===== config.mk =====
export PLATFORM = sky130hd
export DESIGN_NAME = fpm_ctl
export DESIGN_NICKNAME = d
export VERILOG_FILES = /design/src/rtl/fpm_pkg.sv /design/src/rtl/fpm_timer.sv /design/src/rtl/fpm_row_tag.sv /design/src/rtl/fpm_ctl.sv
export SDC_FILE = /design/constraint.sdc
export NUM_CORES = 1
export LEC_CHECK = 0
export BUFFER_PORTS_ARGS = -buffer_cell sky130_fd_sc_hd__buf_2
export CAP_MARGIN = 20
export CORE_MARGIN = 2
export CORE_UTILIZATION = 45
export CTS_BUF_LIST = sky130_fd_sc_hd__clkbuf_4
export DETAILED_ROUTE_END_ITERATION = 10
export GPL_TIMING_DRIVEN = 0
export PLACE_DENSITY_LB_ADDON = 0.05
export SLEW_MARGIN = 40
export SYNTH_ARGS = -nofsm -noshare
export SYNTH_HDL_FRONTEND = slang
export SYNTH_SLANG_ARGS = --single-unit

===== constraint.sdc =====
create_clock -name clk -period 6.6 [get_ports clk]
set_input_delay 1.65 -clock clk [delete_from_list [all_inputs] [get_ports clk]]
set_output_delay 1.65 -clock clk [all_outputs]
set_load 0.02 [all_outputs]

===== src/rtl/fpm_pkg.sv =====
`timescale 1ns/1ps
package fpm_pkg;
    localparam int LANE_W = 8;
    localparam int LANES  = 2;
    localparam int DATA_W = LANE_W * LANES;

    typedef enum logic [2:0] {
        ST_IDLE, ST_RSET, ST_RCD, ST_CSET,
        ST_CASL, ST_CPRE, ST_PAGE, ST_CLOSE
    } fpm_state_t;
endpackage


===== src/rtl/fpm_timer.sv =====
`timescale 1ns/1ps
module fpm_timer #(
    parameter int CNT_W = 4
) (
    input  logic             clk,
    input  logic             rst_n,
    input  logic             load,
    input  logic [CNT_W-1:0] len,
    output logic             done
);
    logic [CNT_W-1:0] cnt_q;

    always_ff @(posedge clk) begin
        if (!rst_n)
            cnt_q <= '0;
        else if (load)
            cnt_q <= len - CNT_W'(1);
        else if (cnt_q != '0)
            cnt_q <= cnt_q - CNT_W'(1);
    end

    assign done = (cnt_q == '0);
endmodule


===== src/rtl/fpm_row_tag.sv =====
`timescale 1ns/1ps
module fpm_row_tag #(
    parameter int ROW_W = 9
) (
    input  logic             clk,
    input  logic             rst_n,
    input  logic             capture,
    input  logic [ROW_W-1:0] row_in,
    output logic [ROW_W-1:0] open_row,
    output logic             hit
);
    always_ff @(posedge clk) begin
        if (!rst_n)
            open_row <= '0;
        else if (capture)
            open_row <= row_in;
    end

    assign hit = (row_in == open_row);
endmodule


===== src/rtl/fpm_ctl.sv =====
`timescale 1ns/1ps
module fpm_ctl
    import fpm_pkg::*;
#(
    parameter int HALF_W = 9,
    parameter int T_RCD  = 2,
    parameter int T_CAS  = 2,
    parameter int T_CP   = 1,
    parameter int T_RP   = 3,
    parameter int T_RAS  = 6
) (
    input  logic                clk,
    input  logic                rst_n,
    input  logic                req_valid,
    output logic                req_ready,
    input  logic                req_write,
    input  logic [2*HALF_W-1:0] req_addr,
    input  logic [LANES-1:0]    req_be,
    input  logic [DATA_W-1:0]   req_wdata,
    output logic                rsp_valid,
    output logic [DATA_W-1:0]   rsp_rdata,
    input  logic                stop_req,
    output logic [HALF_W-1:0]   dram_addr,
    output logic                ras_n,
    output logic                ucas_n,
    output logic                lcas_n,
    output logic                we_n,
    output logic                oe_n,
    output logic [DATA_W-1:0]   dq_o,
    output logic                dq_oe,
    input  logic [DATA_W-1:0]   dq_i
);
    localparam int ADDR_W = 2 * HALF_W;
    localparam int TM_A   = (T_RCD > T_CAS) ? T_RCD : T_CAS;
    localparam int TM_B   = (T_CP > T_RP) ? T_CP : T_RP;
    localparam int TM_C   = (TM_A > TM_B) ? TM_A : TM_B;
    localparam int T_MAX  = (TM_C > T_RAS) ? TM_C : T_RAS;
    localparam int CNT_W  = $clog2(T_MAX + 1);

    fpm_state_t          st_q, st_d;
    logic [HALF_W-1:0]   open_row, a_col;
    logic                a_wr;
    logic [LANES-1:0]    a_be, cas_v;
    logic [DATA_W-1:0]   a_wd, lane_mask, rdata_q;
    logic                rsp_q, row_hit, accept;
    logic                step_load, step_done, ras_load, ras_done;
    logic [CNT_W-1:0]    step_len;

    // per-lane read mask built from the captured byte enables
    for (genvar g = 0; g < LANES; g++) begin : g_lane
        assign lane_mask[g*LANE_W +: LANE_W] = {LANE_W{a_be[g]}};
    end

    fpm_row_tag #(.ROW_W(HALF_W)) u_tag (
        .clk      (clk),
        .rst_n    (rst_n),
        .capture  (accept && (st_q == ST_IDLE)),
        .row_in   (req_addr[ADDR_W-1:HALF_W]),
        .open_row (open_row),
        .hit      (row_hit)
    );

    fpm_timer #(.CNT_W(CNT_W)) u_step (
        .clk   (clk),
        .rst_n (rst_n),
        .load  (step_load),
        .len   (step_len),
        .done  (step_done)
    );

    fpm_timer #(.CNT_W(CNT_W)) u_ras (
        .clk   (clk),
        .rst_n (rst_n),
        .load  (ras_load),
        .len   (CNT_W'(T_RAS)),
        .done  (ras_done)
    );

    always_comb begin
        st_d      = st_q;
        step_load = 1'b0;
        step_len  = '0;
        ras_load  = 1'b0;
        req_ready = !stop_req && ((st_q == ST_IDLE) || ((st_q == ST_PAGE) && row_hit));
        accept    = req_valid && req_ready;
        unique case (st_q)
            ST_IDLE:  if (accept) st_d = ST_RSET;
            ST_RSET: begin
                st_d      = ST_RCD;
                step_load = 1'b1;
                step_len  = CNT_W'(T_RCD);
                ras_load  = 1'b1;
            end
            ST_RCD:   if (step_done) st_d = ST_CSET;
            ST_CSET: begin
                st_d      = ST_CASL;
                step_load = 1'b1;
                step_len  = CNT_W'(T_CAS);
            end
            ST_CASL: if (step_done) begin
                st_d      = ST_CPRE;
                step_load = 1'b1;
                step_len  = CNT_W'(T_CP);
            end
            ST_CPRE:  if (step_done) st_d = ST_PAGE;
            ST_PAGE: begin
                if (accept)
                    st_d = ST_CSET;
                else if (ras_done) begin
                    st_d      = ST_CLOSE;
                    step_load = 1'b1;
                    step_len  = CNT_W'(T_RP);
                end
            end
            ST_CLOSE: if (step_done) st_d = ST_IDLE;
        endcase
    end

    always_ff @(posedge clk) begin
        if (!rst_n) st_q <= ST_IDLE;
        else        st_q <= st_d;
    end

    always_ff @(posedge clk) begin
        if (!rst_n) begin
            a_col <= '0;
            a_wr  <= 1'b0;
            a_be  <= '0;
            a_wd  <= '0;
        end else if (accept) begin
            a_col <= req_addr[HALF_W-1:0];
            a_wr  <= req_write;
            a_be  <= req_be;
            a_wd  <= req_wdata;
        end
    end

    always_ff @(posedge clk) begin
        if (!rst_n) begin
            rsp_q   <= 1'b0;
            rdata_q <= '0;
        end else begin
            rsp_q <= (st_q == ST_CASL) && step_done && !a_wr;
            if ((st_q == ST_CASL) && step_done && !a_wr)
                rdata_q <= dq_i & lane_mask;
        end
    end

    always_comb begin
        ras_n     = 1'b1;
        cas_v     = '1;
        we_n      = 1'b1;
        oe_n      = 1'b1;
        dq_oe     = 1'b0;
        dram_addr = a_col;
        unique case (st_q)
            ST_IDLE, ST_CLOSE: dram_addr = open_row;
            ST_RSET:           dram_addr = open_row;
            ST_RCD: begin
                dram_addr = open_row;
                ras_n     = 1'b0;
            end
            ST_CSET, ST_CASL: begin
                ras_n = 1'b0;
                we_n  = !a_wr;
                oe_n  = a_wr;
                dq_oe = a_wr;
                if (st_q == ST_CASL) cas_v = ~a_be;
            end
            ST_CPRE, ST_PAGE:  ras_n = 1'b0;
        endcase
    end

    assign lcas_n    = cas_v[0];
    assign ucas_n    = cas_v[LANES-1];
    assign dq_o      = a_wd;
    assign rsp_valid = rsp_q;
    assign rsp_rdata = rdata_q;
endmodule


==> results of run 1 <==
==> registers in the layout, summed over array words and instances, names as in the netlist, 2 cells and up <==
register,cells
a_be,2
a_col,9
u_step.cnt_q,3
dq_o,16
u_tag.open_row,9
u_ras.cnt_q,3
st_q,3
rsp_rdata,16
==> path summary, 6_finish.rpt <==
kind,startpoint,end,slack [ps]
worst max register to register,st_q[1],u_step.cnt_q[2],3520
worst min-delay path,dq_o[11],dq_o[11],460
worst min register to register,dq_o[11],dq_o[11],460
worst max-delay path,req_addr[13],req_ready,2280
==> metal layers <==
metal,up-vias,GRT usage (%)
li1,1404,-
met1,1285,30.4
met2,76,31.5
met3,11,3.99
met4,0,7.36
met5,-,0
==> final cells by class <==
cell class / instances / area, um2 / share of cell area [%]
timing repair buffer: 105 / 526 / 14.0
clock buffer: 10 / 75.1 / 2.00
tap: 77 / 96.3 / 2.57
inverter: 6 / 22.5 / 0.600
clock inverter: 6 / 61.3 / 1.63
sequential: 63 / 1260 / 33.6
buffer: 26 / 123 / 3.27
multi-input combinational: 232 / 1590 / 42.3
==> report_power, final <==
| group | switching, mW | leakage, nW | internal [mW] |
|---|---|---|---|
| clock | 0.143 | 0.0761 | 0.118 |
| combinational | 0.100 | 1.07 | 0.0756 |
| sequential | 0.0155 | 0.512 | 0.403 |
==> cell families (layout without fill, tap and decap cells) <==
family | after synthesis | after routing
and+or+nand+nor | 98 | 98
buffers and inverters | 32 | 153
DFF | 63 | 63
xor gates and xnor gates | 11 | 11
AOI/OAI and AO/OA | 109 | 109
adders and majority gates | 5 | 5
muxes | 9 | 9
==> Yosys cell counts, types with 2 or more instances <==
cell / n / area, um2
dfxtp_1: 63 / 1260
o21ai_0: 33 / 165
nand2_1: 30 / 113
nand3_1: 20 / 100
a21boi_0: 19 / 143
a21boi_1: 19 / 143
a22o_1: 16 / 140
buf_2: 11 / 55.1
clkbuf_1: 11 / 41.3
nand3_2: 10 / 100
mux2_2: 9 / 101
nor2_1: 9 / 33.8
xnor2_1: 8 / 70.1
inv_1: 6 / 22.5
a21oi_1: 5 / 25.0
ha_1: 5 / 62.6
nor2b_1: 4 / 25.0
nor3_1: 4 / 20.0
nor3b_1: 4 / 30.0
nand2b_1: 3 / 18.8
o21a_1: 3 / 22.5
o31a_1: 3 / 26.3
xor2_1: 3 / 26.3
a31oi_1: 2 / 12.5
and3_1: 2 / 12.5
buf_1: 2 / 7.51
or3_1: 2 / 12.5
==> metrics by stage <==
stage | hold slack, ps | instances | instance area (um2)
after floorplan | 440 | 327 | 2990
after global placement | 444 | 509 | 3610
after detailed placement | 447 | 509 | 3610
after CTS | 464 | 525 | 3750
after global routing | 494 | 525 | 3750
final | 460 | 525 | 3750
==> worst reg2reg max path: stages, from the launching register on <==
cell	delay (ps)
dfxtp_1	440
nand3b_2	150
nor4_2	390
nor4b_4	470
buf_2	300
o21bai_1	100
a21oi_1	160
ha_1	280
nand2_1	80
a211oi_1	240
nor3_1	100
o31ai_1	190
nor4_1	70
==> metrics.md, run 1 <==
| Metric | Value |
|---|---|
| Worst path arrival time | `2670 ps` |
| CTS tree | `yes` |
| Final Setup Violations | `0` |
| Lkg Pwr | `1.66 nW` |
| CTS clk-pin slew, worst paths | `approximately 110 ps` |
| Number of distinct library cells after synthesis | `48` |
| Worst EP required | `4950 ps` |
| Cells along the critical path | `buf_2, xor2_1, nor4_2, nand2_1, a21oi_1, buf_2` |
| Max-Cap Viols | `0` |
| Avg Cell Area, Syn | `approximately 9.1 um2` |
| Longest Clk Path Bufs | `2` |
| Wl on met1 | `approximately 3800 um` |
| Worst slew pin tran | `772 ps` |
| Met3 wire length | `around 410 um` |
| ANT nets after route | `0` |
| Setup ws final | `between 2000 and 2500 ps` |
| Sequential share of the synthesized area | `a little over two fifths` |
| Setup TNS | `0 ps` |
| Outcome | `finished clean` |
| PostCTS Resize Cnt | `0` |
| CP max stage delay | `around 350 ps` |
| Via count | `about 2800` |
| Final Hold Violating Endpoints | `0` |
| Post-Syn Area | `around 0.003 mm2` |
| IO Pins | `around 110` |
| CTS Hold Bufs | `0` |
| DIE AREA | `around 0.0073 mm2` |
| Most common cell after layout, fill and taps aside | `buf_2` |
| WL met2 | `3250 um` |
| Clk Latency, worst-skew pair | `just over 400 ps` |
| DP HPWL | `between 5000 and 6000 um` |
| Worst reg-to-reg path cell count | `12` |
| Buf/Inv on CP | `2` |
| DRC violations left | `0` |
| DIE HEIGHT | `~85 um` |
| Post-DR wirelength/cell | `~14 um` |
| Min Tclk post-route | `around 4300 ps` |
| GRT Overall Usage | `a little over a fifth` |
| Complex-gate fraction of the synthesized area | `between 20% and 30%` |
| PD cells | `between 200 and 250 mW/mm2` |
| Max-Slew Margin vs Limit | `~48%` |
| Multiplexer area fraction after synthesis | `under 10%` |
| Num CTS Buffers | `9` |
| Initial Util | `between 40% and 50%` |
| Critical Path Slowest Stage Cell | `nor4_2` |
| Crit Path Category | `in2out` |
| Die W | `between 80 and 90 um` |
| First-pass GRT wire length | `roughly 12000 um` |
| Syn Nets | `just under 400` |
| Vias per cell | `about 5.3` |
| DRT Pass-1 Iters | `4` |
| Num rows | `29` |
| Clock sink count | `63` |
| CTS root buf | `clkbuf_4` |
| Initial antenna violation count | `0` |
| Yosys warnings | `0` |
| Layout cells sized above 1 | `a little over a third` |
| Fmax | `between 200 and 250 MHz` |
| Synth Area in Simple Gates | `about a fifth` |
| H-Tree Depth | `3` |
| CP top delay family | `simple AND/OR/NAND/NOR gates` |
| Adder-cell share of the synthesized area | `between 2 and 2.5%` |
| CP Capture Type | `primary output` |
| Crit path launch type | `input pin` |
| Largest net degree at the start of global routing | `12` |
| Postcts setup bufs | `0` |
| Most frequent cells in the layout | `buf_2 (116), dfxtp_1 (63), o21ai_0 (33)` |
| Largest family of logic cells by synthesized area | `compound AO/OA/AOI/OAI gates` |
| Maximum VDD drop | `roughly 0.14 mV` |
| Stages on worst setup path | `6` |
| Number of global-route vias before repair | `2513` |
| Core Area | `between 0.006 and 0.007 mm2` |
| Top Layer Used | `met4` |
| Worst hold stages | `2` |
| Post-layout util | `between 50% and 60%` |
| Worst-path maximum fanout | `3` |
| Crit-path most repeated cell | `buf_2` |
| Iter 0 DRT Violations | `93` |
| RSZ-0062 raised after global routing | `false` |
| Fillers | `612` |
| Clk_skew | `about 19 ps` |
| Port buffer count | `~110` |
| Area delta synth->final | `25.6%` |
| ANT cells | `0` |
| Total Power | `roughly 860 uW` |
| Async SR Flop Fraction | `0%` |
| Post-Synth XOR/XNOR Area | `~3.2%` |
| Final period utilization | `approximately two thirds` |
| Number of synthesized flops with an enable pin | `0` |
| Nets | `505` |
| Place WS | `between 2000 and 2500 ps` |
| Total Wirelength | `between 7000 and 8000 um` |
| Main flop type after synthesis | `dfxtp_1` |
| Slew Viols, Final | `0` |
| Flops & latches, synth | `between 60 and 70` |
| GR Overflow Total | `0` |
| GP Congestion | `a little over 0.8` |
| Syn Inst Count | `327` |
| Hold Crit Class | `reg2reg` |
Power figures use the tool's default switching activity.
==> run 2: changes to the inputs <==
ABC_AREA = 1   (was unset)
clock period = 3.8 ns   (was 6.6 ns; I/O delays follow)
==> run 2 against run 1 <==
  * Core utilization barely moved
  * Power rose by 140%
  * Synthesized cell count increased by 16%
  * Sequential share of layout area increased by 2.9 points
  * Synthesized area shrank 9.2%
  * Register-to-register slack worse by 2000 ps
  * Setup slack worse by 1500 ps
  * Critical path depth grew 2
  * Combinational power increased to 4.7 times the previous value
  * Count of clock-buffer cells in the layout is the same
  * Die area shrank 8.8%
  * Final cell count increased by 9.3%
  * Critical path type is now reg2out
  * Largest cell class is now flip-flops and latches
==> metrics.md, run 2 <==
| Metric | Value |
|---|---|
| Outcome | `finished clean` |
| Async SR Flop Fraction | `0% (unchanged)` |
| Syn Nets | `441 (+13%)` |
| CTS Hold Bufs | `0 (unchanged)` |
| CP max stage delay | `420 ps (+70 ps)` |
| Non-filler instance count after layout | `574 (+9.3%)` |
| Flops & latches, synth | `63 (unchanged)` |
| GP Congestion | `0.809 (-0.18%)` |
| Hold Crit Class | `reg2reg` |
| Worst EP required | `2850 ps (-2100 ps)` |
| Max-Cap Viols | `0 (unchanged)` |
| Initial antenna violation count | `0 (unchanged)` |
| Worst-path maximum fanout | `10 (+7)` |
| CP top delay family | `buffers and inverters` |
| GRT Overall Usage | `21.1% (+0.042 points)` |
| Number of distinct library cells after synthesis | `23 (-52%)` |
| DRT Pass-1 Iters | `4 (unchanged)` |
| Met3 wire length | `514 um (+25%)` |
| CP Capture Type | `primary output` |
| WL met2 | `3160 um (-2.8%)` |
| Total Wirelength | `6810 um (-10%)` |
| Die W | `81.6 um (-4.5%)` |
| GR Overflow Total | `0 (unchanged)` |
| Reg2Reg Setup Slack | `1490 ps (-2030 ps)` |
| Area delta synth->final | `27.5%` |
| RSZ-0062 raised after global routing | `false` |
| Clock sink count | `63 (unchanged)` |
| Yosys warnings | `0 (unchanged)` |
| Largest net degree at the start of global routing | `11 (-1)` |
| Main flop type after synthesis | `dfxtp_1` |
| Setup TNS | `0 ps (unchanged)` |
| Hold Slack | `467 ps (+7.27 ps)` |
| Placed Cells | `559 (+9.8%)` |
| Worst slew pin tran | `485 ps (-287 ps)` |
| Most frequent cells in the layout | `nand2_1 (110), buf_2 (109), a21oi_1 (63), dfxtp_1 (63), inv_1 (33)` |
| Final Setup Violations | `0 (unchanged)` |
| Initial Util | `46.0% (-0.70 points)` |
| Worst hold start | `dq_o[11]` |
| Hold Path End | `dq_o[11]` |
| Max-Slew Margin vs Limit | `67.6% (+20 points)` |
| Syn Inst Count | `379 (+16%)` |
| Critical Path Slowest Stage Cell | `dfxtp_1` |
| Buf/Inv on CP | `3 (+1)` |
| Post-synth top cells | `nand2_1 (110), a21oi_1 (63), dfxtp_1 (63)` |
| Core Area | `0.00589 mm2 (-7.8%)` |
| CTS tree | `yes` |
| Num CTS Buffers | `9 (unchanged)` |
| Nets | `557 (+10%)` |
| CTS clk-pin slew, worst paths | `100 ps (about the same)` |
| Crit Path Category | `reg2out` |
| Crit path launch type | `register` |
| Slew Viols, Final | `0 (unchanged)` |
| Worst reg-to-reg path cell count | `16 (+4)` |
| Longest Clk Path Bufs | `2 (unchanged)` |
| Area leader, netlist | `dfxtp_1` |
| Worst path arrival time | `2050 ps (-620 ps)` |
| ANT cells | `0 (unchanged)` |
| Cells along the critical path | `nand2_1, nor2_1, inv_1, nand2_1, clkbuf_1, nand2_1, o21ai_0, buf_2` |
| Fmax | `333 MHz` |
| Top area cells in the synthesized netlist | `dfxtp_1 (47%), nand2_1 (15%), a21oi_1 (12%)` |
| Final period utilization | `roughly four fifths` |
| Via count | `2819 (+1.5%)` |
| Port buffer count | `105 (unchanged)` |
| Postcts setup bufs | `0 (unchanged)` |
| DIE AREA | `0.00666 mm2 (-8.8%)` |
| Lkg Pwr | `1.58 nW (-4.6%)` |
| Worst hold stages | `2 (unchanged)` |
| Top cell type's share of synthesized area | `46.5% (+4.3 points)` |
| DP HPWL | `5140 um (-7.4%)` |
| IO Pins | `106 (unchanged)` |
| Sequential share of the synthesized area | `46.5% (+4.3 points)` |
| Maximum VDD drop | `0.287 mV (+110%)` |
| Final Hold Violating Endpoints | `0 (unchanged)` |
| Post-DR wirelength/cell | `11.9 um (-18%)` |
| DRC violations left | `0 (unchanged)` |
| Min Tclk post-route | `approximately 3000 ps` |
| Iter 0 DRT Violations | `140 (+51%)` |
| Clk Latency, worst-skew pair | `380 ps (-30 ps)` |
| Count leader, synth | `nand2_1` |
| Worst R2R Start | `st_q[2]` |
| ANT nets after route | `0 (unchanged)` |
| Layout cells sized above 1 | `26.3% (-9.5 points)` |
| H-Tree Depth | `3 (unchanged)` |
| Most common cell after layout, fill and taps aside | `nand2_1` |
| Placed Area | `0.00333 mm2 (-7.9%)` |
| R2r endpoint | `u_step.cnt_q[2]` |
| PostCTS Resize Cnt | `0 (unchanged)` |
| Number of synthesized flops with an enable pin | `0 (unchanged)` |
| Top Layer Used | `met4` |
| PD cells | `600 mW/mm2 (+160%)` |
| Num rows | `28 (-3.4%)` |
| Post-Syn Area | `0.00271 mm2 (-9.2%)` |
| Final Cell Area | `0.00345 mm2 (-7.9%)` |
| CTS root buf | `clkbuf_4` |
| Clk_skew | `8.21 ps (-10.6 ps)` |
| First-pass GRT wire length | `10800 um (-12%)` |
| Wl on met1 | `3050 um (-20%)` |
| Crit-path most repeated cell | `nand2_1` |
| Number of global-route vias before repair | `2500 (-0.52%)` |
| Vias per cell | `4.91 (-7.1%)` |
| DIE HEIGHT | `81.6 um (-4.5%)` |
| Avg Cell Area, Syn | `7.15 um2 (-22%)` |
-- run 2: changes by cell type after synthesis, sizes merged, moves of 12 or more --
cell and change:
a21boi -38, a21oi +58, a22o -16, inv +30, nand2 +80, nor2 +12
-- run 2: area by class of cell --
type / instances / area (um2)
Clock buffer: 10 / 75.1
Multi-Input combinational cell: 262 / 1230
Clock inverter: 5 / 50.0
Inverter: 36 / 135
Tap cell: 75 / 93.8
Fill cell: 585 / 2430
Sequential cell: 63 / 1260
Timing Repair Buffer: 105 / 526
Buffer: 18 / 80.1
-- run 2: per-stage QoR --
step,power (mW),utilization [%],setup WS [ps]
3_3_place_gp,1.65,56.6,1070
6_report,2.07,58.7,799
2_1_floorplan,1.42,-,1200
5_1_grt,2.24,58.7,558
4_1_cts,2.09,58.7,783
3_5_place_dp,1.66,56.6,1040
-- run 2: how the worst max path moves through the flow --
| stage | start | end | cells past startpoint |
|---|---|---|---|
| global route | st_q[1] | dram_addr[7] | 8 |
| floorplan | req_addr[16] | req_ready | 7 |
| global placement | req_addr[16] | req_ready | 9 |
| CTS | st_q[0] | dram_addr[7] | 8 |
| finish | st_q[0] | dram_addr[7] | 8 |
| detailed placement | req_addr[16] | u_step.cnt_q[2] | 19 |
-- run 2: logic make-up (layout without fill, tap and decap cells) --
| group | Yosys count | in the layout | synth area share [%] |
|---|---|---|---|
| AOI/OAI and AO/OA | 91 | 91 | 17.1 |
| and+or+nand+nor | 159 | 159 | 23.8 |
| DFF | 63 | 63 | 46.5 |
| adders and majority gates | 5 | 5 | 2.31 |
| buffers and inverters | 54 | 174 | 7.94 |
| xor gates and xnor gates | 7 | 7 | 2.26 |
-- run 2: worst min-delay path, delay by kind of cell, from the launching register on --
family | cells | cell delay [ps]
compound gates | 1 | 50
flops | 1 | 320
simple gates | 1 | 60
-- run 2: report_power, final --
group,total [mW],switching [mW],internal (mW)
Combinational,0.824,0.545,0.279
Clock,0.429,0.230,0.200
Sequential,0.819,0.0627,0.756
Total,2.07,0.838,1.23
-- run 2: per-layer routing --
| metal | track usage (%) | vias to the layer above |
|---|---|---|
| met3 | 6.37 | 8 |
| met2 | 33.7 | 82 |
| met4 | 10.0 | 0 |
| li1 | - | 1452 |
| met1 | 26.1 | 1277 |
| met5 | 0 | - |
==> run 3: changes to the inputs <==
ABC_AREA = 0   (was 1)
clock period = 3.1 ns   (was 3.8 ns; I/O delays follow)
==> run 3 against run 2 <==
  * Wire length up 13%
  * Core utilization up 0.51 points
  * First-iteration DRC count down 24%
  * Combinational power down 54%
  * Critical endpoint is now u_step.cnt_q[2]
  * Largest cell class is now multi-input gates
  * Largest power group is now sequential cells
==> metrics.md, run 3 (synthesis results as in run 1) <==
| Metric | Value |
|---|---|
| Outcome | `finished clean` |
| Critical Path Slowest Stage Cell | `dfxtp_1` |
| Reg2Reg Setup Slack | `190 ps (-1300 ps)` |
| Via count | `2765 (-1.9%)` |
| DIE AREA | `0.00730 mm2 (+9.6%)` |
| Final period utilization | `between 90% and 100%` |
| Die W | `85.5 um (+4.7%)` |
| Clk pwr share | `30.6% (+9.9 points)` |
| CP Capture Type | `register` |
| Setup ws final | `190 ps (-608 ps)` |
| Num rows | `29 (+3.6%)` |
| Area delta synth->final | `26.7%` |
| ANT nets after route | `0 (unchanged)` |
| CTS Hold Bufs | `0 (unchanged)` |
| GR Overflow Total | `0 (unchanged)` |
| Worst Setup SP | `st_q[1]` |
| CTS tree | `yes` |
| Placed Cells | `509 (-8.9%)` |
| Post-layout util | `59.2% (+0.51 points)` |
| Core Area | `0.00639 mm2 (+8.5%)` |
| Placed Area | `0.00361 mm2 (+8.6%)` |
| Worst path arrival time | `3200 ps (+1150 ps)` |
| Buf/Inv on CP | `1 (-2)` |
| DRC violations left | `0 (unchanged)` |
| R2r endpoint | `u_step.cnt_q[2]` |
| H-Tree Depth | `3 (unchanged)` |
| PD cells | `484 mW/mm2 (-19%)` |
| Worst EP required | `3390 ps (+540 ps)` |
| CTS clk-pin slew, worst paths | `110 ps (about the same)` |
| Min Tclk post-route | `2910 ps` |
| Logic pwr share | `20.7% (-19 points)` |
| Hold Crit Class | `reg2reg` |
| P_int | `1.27 mW (+3.1%)` |
| Worst R2R Start | `st_q[1]` |
| DIE HEIGHT | `85.5 um (+4.7%)` |
| Number of global-route vias before repair | `2517 (+0.68%)` |
| GRT Overall Usage | `21.1% (-0.033 points)` |
| DP HPWL | `5550 um (+8.0%)` |
| Worst-path maximum fanout | `10 (unchanged)` |
| CTS root buf | `clkbuf_4` |
| Net Switching | `557 uW (-34%)` |
| Iter 0 DRT Violations | `107 (-24%)` |
| Num CTS Buffers | `9 (unchanged)` |
| Fillers | `607 (+3.8%)` |
| Slew Viols, Final | `0 (unchanged)` |
| Worst reg-to-reg path cell count | `12 (-4)` |
| Stages on worst setup path | `12 (+4)` |
| Final Setup Violations | `0 (unchanged)` |
| IO Pins | `106 (unchanged)` |
| Place WS | `-379 ps (-1420 ps)` |
| Post-DR wirelength/cell | `14.5 um (+23%)` |
| Lkg Pwr | `1.67 nW (+5.8%)` |
| Total Wirelength | `7660 um (+13%)` |
| Setup TNS | `0 ps (unchanged)` |
| Crit Path Category | `reg2reg` |
| Most common cell after layout, fill and taps aside | `buf_2` |
| Port buffer count | `105 (unchanged)` |
| Longest Clk Path Bufs | `2 (unchanged)` |
| Vias per cell | `5.25 (+6.8%)` |
| Max-Cap Viols | `0 (unchanged)` |
| Initial Util | `46.7% (+0.70 points)` |
| Nets | `507 (-9.0%)` |
| Fmax | `roughly 340 MHz` |
| Layout cells sized above 1 | `36.4% (+10 points)` |
| CP max stage delay | `440 ps (+20 ps)` |
| Clock sink count | `63 (unchanged)` |
| CP top delay family | `simple AND/OR/NAND/NOR gates` |
| Maximum VDD drop | `0.291 mV (+1.4%)` |
| DRT Pass-1 Iters | `5 (+1)` |
| Crit path launch type | `register` |
| Max-Slew Margin vs Limit | `45.9% (-22 points)` |
| Reg power frac | `48.7% (+9.2 points)` |
| CP Capture Point | `u_step.cnt_q[2]` |
| Non-filler instance count after layout | `527 (-8.2%)` |
| Initial antenna violation count | `0 (unchanged)` |
| Final Cell Area | `0.00378 mm2 (+9.5%)` |
| Clk Latency, worst-skew pair | `400 ps (+20 ps)` |
| Final Hold Violating Endpoints | `0 (unchanged)` |
| Worst slew pin tran | `806 ps (+320 ps)` |
| GP Congestion | `0.811 (+0.19%)` |
| Clk_skew | `21.3 ps (+13.1 ps)` |
| Sw Share | `30.4% (-10 points)` |
| Most frequent cells in the layout | `buf_2 (116), dfxtp_1 (63), o21ai_0 (33)` |
| ANT cells | `0 (unchanged)` |
| Cells along the critical path | `nand3b_2, nor4_2, nor4b_4, buf_2, o21bai_1, a21oi_1, ha_2, nand2_1, a211oi_1, nor3_1, o31ai_1, nor4_1` |
| First-pass GRT wire length | `12300 um (+14%)` |
| Largest net degree at the start of global routing | `12 (+1)` |
-- run 3: how the worst min path moves through the flow --
stage               startpoint        to  slack, ps  depth (start not counted)
detailed placement    dq_o[11]  dq_o[11]        450                          2
floorplan             a_col[0]  a_col[0]        440                          2
CTS                   dq_o[11]  dq_o[11]        460                          2
global route          dq_o[14]  dq_o[14]        490                          2
global placement       dq_o[8]   dq_o[8]        440                          2
finish                dq_o[11]  dq_o[11]        460                          2
-- run 3: layout make-up --
type                       instances  area [um2]  share of cell area (%)
buffer                            26         124                    3.28
multi-input combinational        232        1600                    42.3
timing repair buffer             107         541                    14.3
clock inverter                     6        61.3                    1.62
tap                               77        96.3                    2.55
clock buffer                      10        75.1                    1.99
sequential                        63        1260                    33.4
inverter                           6        22.5                   0.596
-- run 3: power by group through the flow --
stage                     sequential, mW  clock, mW  combinational, mW
after CTS                          0.892      0.576              0.380
final                              0.891      0.559              0.379
after global placement             0.908          0              0.369
after global routing               0.899      0.606              0.428
after detailed placement           0.910          0              0.378
after floorplan                    0.917          0              0.249
-- run 3: worst reg2reg max path: cells and delay by family, from the launching register on --
kind            cells  cell delay (ps)
compound gates      4              740
simple gates        6             1100
fa+ha+maj           1              260
buf+inv             1              270
flops               1              440
-- run 3: what timing repair did --
| item | 4_1_cts | 5_1_grt |
|---|---|---|
| endpoints found under the setup margin | 9 | 10 |
| resized for setup | 1 | 3 |
| hold endpoints to repair | 0 | 0 |
| buffers inserted | 0 | 2 |
-- run 3: stage by stage --
step | total power [mW] | hold WS, ps
2_1_floorplan | 1.17 | 440
3_3_place_gp | 1.28 | 444
3_5_place_dp | 1.29 | 447
4_1_cts | 1.85 | 464
5_1_grt | 1.93 | 494
6_report | 1.83 | 460
-- run 3: metal layers --
| layer | vias up | part of all wire, % | global-route usage, % |
|---|---|---|---|
| met5 | - | 0 | 0 |
| met3 | 9 | 4.8 | 3.99 |
| met1 | 1276 | 51 | 30.4 |
| met4 | 0 | 1.1 | 7.36 |
| met2 | 67 | 44 | 31.6 |
| li1 | 1413 | - | - |
